## src/rtl/swap_pkg.sv

```systemverilog
// Shared constants and types for the swap unit.
// Assumes an 11-bit extended operation code; the three codes are fixed.
package swap_pkg;

    localparam int XOP_W = 11;

    localparam logic [XOP_W-1:0] XOP_BYTE_HALF = 11'b01101000010;
    localparam logic [XOP_W-1:0] XOP_BYTE_WORD = 11'b01101000000;
    localparam logic [XOP_W-1:0] XOP_HALF_SWAP = 11'b01101000100;

    typedef enum logic [1:0] {
        SW_NONE      = 2'd0,
        SW_BYTE_HALF = 2'd1,
        SW_BYTE_WORD = 2'd2,
        SW_HALF_SWAP = 2'd3
    } swap_op_e;

    typedef struct packed {
        logic z;
        logic s;
        logic cy;
        logic ov;
    } swap_flags_t;

endpackage

```

## src/rtl/swap_decode.sv

```systemverilog
// Turns the extended operation code into an internal operation.
// Purely combinational. Any code outside the three known values maps to
// SW_NONE and raises illegal_o.
module swap_decode
    import swap_pkg::*;
(
    input  logic [XOP_W-1:0] xop_i,
    output swap_op_e         op_o,
    output logic             illegal_o
);

    // Match the code against the three known values.
    always_comb begin
        case (xop_i)
            XOP_BYTE_HALF: op_o = SW_BYTE_HALF;
            XOP_BYTE_WORD: op_o = SW_BYTE_WORD;
            XOP_HALF_SWAP: op_o = SW_HALF_SWAP;
            default:       op_o = SW_NONE;
        endcase
    end

    // Flag codes that no operation claimed.
    always_comb illegal_o = (op_o == SW_NONE);

endmodule

```

## src/rtl/swap_lanes.sv

```systemverilog
// Byte-lane routing for the three rearrangements.
// Assumes DATA_W is a multiple of 16. Combinational. Outputs zero for SW_NONE.
module swap_lanes
    import swap_pkg::*;
#(
    parameter int DATA_W = 32
) (
    input  logic [DATA_W-1:0] src_i,
    input  swap_op_e          op_i,
    output logic [DATA_W-1:0] res_o
);

    localparam int NBYTES = DATA_W / 8;
    localparam int HALF_W = DATA_W / 2;

    logic [DATA_W-1:0] byte_half_w;
    logic [DATA_W-1:0] byte_word_w;
    logic [DATA_W-1:0] half_swap_w;

    // One routing slice per destination byte.
    for (genvar b = 0; b < NBYTES; b++) begin : g_lane
        assign byte_half_w[b*8 +: 8] = src_i[(b ^ 1)*8 +: 8];
        assign byte_word_w[b*8 +: 8] = src_i[(NBYTES-1-b)*8 +: 8];
    end

    assign half_swap_w = {src_i[HALF_W-1:0], src_i[DATA_W-1:HALF_W]};

    // Choose the routed word for the selected operation.
    always_comb begin
        case (op_i)
            SW_BYTE_HALF: res_o = byte_half_w;
            SW_BYTE_WORD: res_o = byte_word_w;
            SW_HALF_SWAP: res_o = half_swap_w;
            default:      res_o = '0;
        endcase
    end

endmodule

```

## src/rtl/swap_flags.sv

```systemverilog
// Condition-flag generation from a rearranged result.
// Combinational. Carry follows a rule that depends on the operation.
// Overflow is always produced as zero.
module swap_flags
    import swap_pkg::*;
#(
    parameter int DATA_W = 32
) (
    input  logic [DATA_W-1:0] res_i,
    input  swap_op_e          op_i,
    output swap_flags_t       flags_o
);

    localparam int NBYTES = DATA_W / 8;
    localparam int HBYTES = NBYTES / 2;

    logic [NBYTES-1:0] byte_zero;
    logic              lo_half_zero;
    logic              hi_half_zero;

    // Per-byte zero detectors.
    for (genvar b = 0; b < NBYTES; b++) begin : g_bz
        assign byte_zero[b] = (res_i[b*8 +: 8] == 8'h00);
    end

    // Halfword zero from the byte detectors.
    always_comb begin
        lo_half_zero = &byte_zero[HBYTES-1:0];
        hi_half_zero = &byte_zero[NBYTES-1:HBYTES];
    end

    // Assemble the flag set for the chosen operation.
    always_comb begin
        flags_o.z  = &byte_zero;
        flags_o.s  = res_i[DATA_W-1];
        flags_o.ov = 1'b0;
        case (op_i)
            SW_BYTE_HALF: flags_o.cy = byte_zero[0];
            SW_BYTE_WORD: flags_o.cy = |byte_zero;
            SW_HALF_SWAP: flags_o.cy = lo_half_zero | hi_half_zero;
            default:      flags_o.cy = 1'b0;
        endcase
    end

endmodule

```

## src/rtl/swap_unit.sv

```systemverilog
// Top level of the swap unit: decode, lane routing, flags and output registers.
// Assumes one strobe per clock at most. Synchronous active-low reset.
// Illegal strobes update only done/illegal.
module swap_unit
    import swap_pkg::*;
#(
    parameter int DATA_W = 32
) (
    input  logic              clk,
    input  logic              rst_n,
    input  logic              valid_i,
    input  logic [DATA_W-1:0] src_i,
    input  logic [XOP_W-1:0]  xop_i,
    output logic              done_o,
    output logic              illegal_o,
    output logic [DATA_W-1:0] result_o,
    output logic              flag_z_o,
    output logic              flag_s_o,
    output logic              flag_cy_o,
    output logic              flag_ov_o
);

    swap_op_e          op_c;
    logic              illegal_c;
    logic [DATA_W-1:0] res_c;
    swap_flags_t       flags_c;
    swap_flags_t       flags_q;

    swap_decode u_decode (
        .xop_i     (xop_i),
        .op_o      (op_c),
        .illegal_o (illegal_c)
    );

    swap_lanes #(.DATA_W(DATA_W)) u_lanes (
        .src_i (src_i),
        .op_i  (op_c),
        .res_o (res_c)
    );

    swap_flags #(.DATA_W(DATA_W)) u_flags (
        .res_i   (res_c),
        .op_i    (op_c),
        .flags_o (flags_c)
    );

    // Register the strobe status, and the result and flags on legal strobes.
    always_ff @(posedge clk) begin
        if (!rst_n) begin
            done_o    <= 1'b0;
            illegal_o <= 1'b0;
            result_o  <= '0;
            flags_q   <= '0;
        end else begin
            done_o    <= valid_i;
            illegal_o <= valid_i & illegal_c;
            if (valid_i && !illegal_c) begin
                result_o <= res_c;
                flags_q  <= flags_c;
            end
        end
    end

    // Break the flag register out to ports.
    always_comb begin
        flag_z_o  = flags_q.z;
        flag_s_o  = flags_q.s;
        flag_cy_o = flags_q.cy;
        flag_ov_o = flags_q.ov;
    end

endmodule

```

## config.mk

```make
export PLATFORM = sky130hd
export DESIGN_NAME = swap_unit
export DESIGN_NICKNAME = d
export VERILOG_FILES = /design/src/rtl/swap_pkg.sv /design/src/rtl/swap_decode.sv /design/src/rtl/swap_lanes.sv /design/src/rtl/swap_flags.sv /design/src/rtl/swap_unit.sv
export SDC_FILE = /design/constraint.sdc
export NUM_CORES = 1
export LEC_CHECK = 0
export CAP_MARGIN = 10
export CORE_MARGIN = 2
export CORE_UTILIZATION = 45
export CTS_CLUSTER_DIAMETER = 50
export DETAILED_ROUTE_END_ITERATION = 10
export GPL_TIMING_DRIVEN = 0
export PLACE_DENSITY = 0.84
export SLEW_MARGIN = 20
export SYNTH_ARGS = -nofsm -noshare
export SYNTH_HDL_FRONTEND = slang
export SYNTH_HIERARCHICAL = 1
export SYNTH_SLANG_ARGS = --single-unit
```

## constraint.sdc

```tcl
create_clock -name clk -period 3.6 [get_ports clk]
set_input_delay 0.54 -clock clk [delete_from_list [all_inputs] [get_ports clk]]
set_output_delay 0.54 -clock clk [all_outputs]
set_load 0.02 [all_outputs]
```

==> summary by stage <==
Place
In this run the cell area measured after placement is 3460 sq um. The final RePlAce weighted congestion is a little over 0.9. The number of port buffers is 82. The placement-stage worst setup slack is -460 ps. Detailed placement ended at an HPWL of 5780 um.

Worst setup path
STA classifies the critical path endpoint as a flip-flop. Data on the critical path arrives at its endpoint at between 3000 and 4000 ps. The critical path data required time is 3830 ps.

The critical path goes through clkdlybuf4s50_1, or3_4, nor4_4, buf_6, buf_12, mux2i_1, mux2i_1, or4_1, o211ai_2, o2111ai_1, nand3_1, nand2_1, mux2i_1. The kind of start point of the critical path is a primary input. Along the worst path, the maximum fanout reaches 10. The cell that appears most often on the critical path is mux2i_1. The delay of the slowest critical-path stage is roughly 630 ps.

The kind of critical path is primary input to flip-flop. The largest individual stage delay along the critical path comes from the cell or4_1.

Routing
For this run, the detailed router's first-pass iteration total came to 4. In this run, the number of DRC markers left after iteration 0 of detailed routing was 124. Dividing the detail-routed wire length by the instance count gives 15.8 um. The final layout contains routed wiring with a total length of 7270 um. The number of nets with antenna violations after routing is 0. The detailed-route vias per instance is 5.28.

In the routed design, unresolved DRC markers number 0. The number of vias in the routed layout is about 2,400.

Timing
In this run the tightest slew margin relative to its limit is 66.9%. The number of slew-limit violations in the final report is 0. Setup repair after global routing left no endpoint under its margin. Adding up every negative setup slack in the final design gives 0 ps. The transition time at the pin with the least slew margin is 492 ps. Based on the critical path, the design can be clocked at up to around 300 MHz.

Setup violations remaining at the end of the flow were counted as 0. In the finished design, the share of the clock period the worst path needs comes to 93.4%. Across all setup checks in the final design, the least slack found is roughly 240 ps. The minimum period implied by the final worst setup slack is around 3400 ps. The setup clock skew after layout is 0 ps.

The hold violation count in the final report is 0.

Floorplanning
The height of the chip is 79.3 um. After floorplanning, the core was sized to cover 5510 sq um. The floorplan die width is 79.3 um. The number of placement rows is 27. For this configuration, the core starts out at a cell density of 46.3%.

The area enclosed by the die boundary is 6290 sq um. Pin placement for this block handled 84 I/O pins.

Power and ir drop
The final total power is a little under 900 uW. The portion of total power attributed to combinational logic is 11.6%. The sequential share of power is 47.7%. The worst vdd rail ir drop is 0.000165 V.

The internal portion of total power is 685 uW. Net switching is between 20% and 30% of the power. The cell leakage power is 0.00120 uW. The total power divided by cell area is 245 nW/um^2. The share of total power in the clock network is 40.6%. The net switching power of the design is between 150 and 200 uW.

Logic synthesis
The fraction of synthesized cell area taken by the top area cell type is 29.8%. Yosys printed 6 warnings. The commonest cells after synthesis are 88 x nand2_1, 68 x mux2i_1, 38 x dfxtp_1, 16 x a21oi_1, 16 x a31oi_1. The count of unique library cells instantiated by Yosys is 32. The number of nets in the synthesized netlist is 344. In the post-synthesis netlist, the biggest area contributors are dfxtp_1 30%, mux2i_1 27%, nand2_1 13%, buf_12 4.7%, a31oi_1 3.9%. The leading cell type by number of instances after synthesis is nand2_1. Among all flip-flop cells after synthesis, the most frequent one is dfxtp_1.

A synthesized cell averages around 8.6 sq um. For this run, asynchronously set or reset flops after synthesis account for 0%. In this run, synthesis inferred 0 flip-flops with an integrated enable. The cell count after synthesis is 298. Of all cell types, the one taking the most synthesized area is dfxtp_1. The flop and latch count out of synthesis is 38. The sequential element share of the synthesized area is 29.8%. The synthesized netlist occupies a cell area of 2550 sq um.

Finish
The final instance area is 3600 sq um. The number of fillers in the final layout is 485. The area growth from synthesis to layout is 41.1%. The post-route netlist has 12.6% of its cells at a drive strength greater than 1. The antenna diode count is 0. The net count of the finished layout is around 430.

Clock network
The post-CTS setup buffer count is 0. The later pin in the worst-skew pair is clocked with a latency of 290 ps. Gates resized during post-CTS repair numbered 2. Clock-pin slew was measured on the worst setup and hold paths at 80 ps. TritonCTS built the clock tree.

CTS placed an instance of clkbuf_8 at the clock tree root. The largest buffer count on any clock path is 2. For this design, the CTS-stage hold fixing added 0 buffers. TritonCTS created 5 clock buffers. The number of levels the H-tree was split into is 2. The TritonCTS sink count is 38.

Global route
For this run the aggregate overflow at the end of global routing stands at 0. The via count of the first global-routing pass is 2,474. The first-pass GRT wire length is 11,800 um. Entering global routing, the biggest net connects 13 pins.

The total routing usage reported by global routing is 24.0%. The initial antenna violation count is 0.

Status
The run finished with clean final reports.

Worst hold path
The type of the worst min-delay path is flip-flop to flip-flop.

Run
Across the run, the number of max-cap violations was 0.
==> cell type report <==
type	count	area, sq um	area share, %
clock buffers	5	68.8	1.91
flip-flops and latches	38	761	21.1
clock inverters	3	40.0	1.11
well taps	72	90.1	2.50
plain buffers	26	256	7.12
inverters	1	3.75	0.104
multi-input cells	233	1560	43.3
repair buffers	82	821	22.8
==> per-layer routing <==
metal | vias up | GRT usage (%) | part of all wire (%)
met1 | 1119 | 30.4 | 43
met4 | 0 | 9.14 | 2.4
met2 | 91 | 39.6 | 48
li1 | 1207 | - | -
met3 | 13 | 5.45 | 6.8
met5 | - | 0 | 0
==> power by group through the flow <==
stage	registers (uW)	logic, uW	clock network [uW]
2_1_floorplan	433	31.1	0
3_5_place_dp	431	100	0
6_report	422	103	359
4_1_cts	422	102	371
3_3_place_gp	431	100	0
5_1_grt	422	112	388
==> cells in the final DEF (no fill, tap or decap), types with 2 or more instances in the layout <==
master,Yosys,layout
o2111ai_1,2,2
nand2_1,88,88
or4_1,3,3
clkbuf_8,0,5
mux2i_1,68,68
nor2_1,2,2
buf_4,5,5
nor4_4,0,2
a31oi_1,16,16
nor4_1,4,2
nand2b_1,12,12
buf_2,10,10
dfxtp_1,38,38
buf_6,4,4
nand2b_2,4,4
clkdlybuf4s50_1,0,82
buf_12,6,6
nand3_1,3,3
clkinv_2,0,2
nor4_2,2,2
a21oi_1,16,16
==> state kept, by name, summed over array words and instances, names as in the netlist <==
register and count:
flag_cy_o 1, flag_z_o 1, illegal_o 1, done_o 1, flag_s_o 1, result_o 32, flag_ov_o 1
==> through the flow <==
step                      instances  hold slack [ps]  util, %
after floorplan                 298              532        -
after global placement          452              442     62.9
after detailed placement        452              446     62.9
after CTS                       460              460     65.1
after global routing            460              466     65.4
final                           460              457     65.4
==> cell families after synthesis <==
family,after synthesis,share of synthesized area (%)
other,1,0.147
AOI/OAI and AO/OA,37,8.98
xor gates and xnor gates,1,0.343
and+or+nand+nor,126,23.8
DFF,38,29.8
muxes,68,26.7
buffers and inverters,27,10.2
==> final timing paths <==
| check | startpoint | endpoint | slack [ps] | cells after the start |
|---|---|---|---|---|
| setup / recovery | xop_i[5] | flag_cy_o | 240 | 13 |
| hold / removal | result_o[13] | result_o[13] | 460 | 2 |
| setup reg to reg | result_o[23] | result_o[23] | 2980 | 2 |
| hold reg to reg | result_o[13] | result_o[13] | 460 | 2 |
==> worst max-delay path, delay by kind of cell <==
kind                   cells  cell delay, ps
AND/OR/NAND/NOR            5            1570
buffers and inverters      3             770
multiplexers               3             420
AO/OA/AOI/OAI              2             280
(Power assumes the default switching activity.)
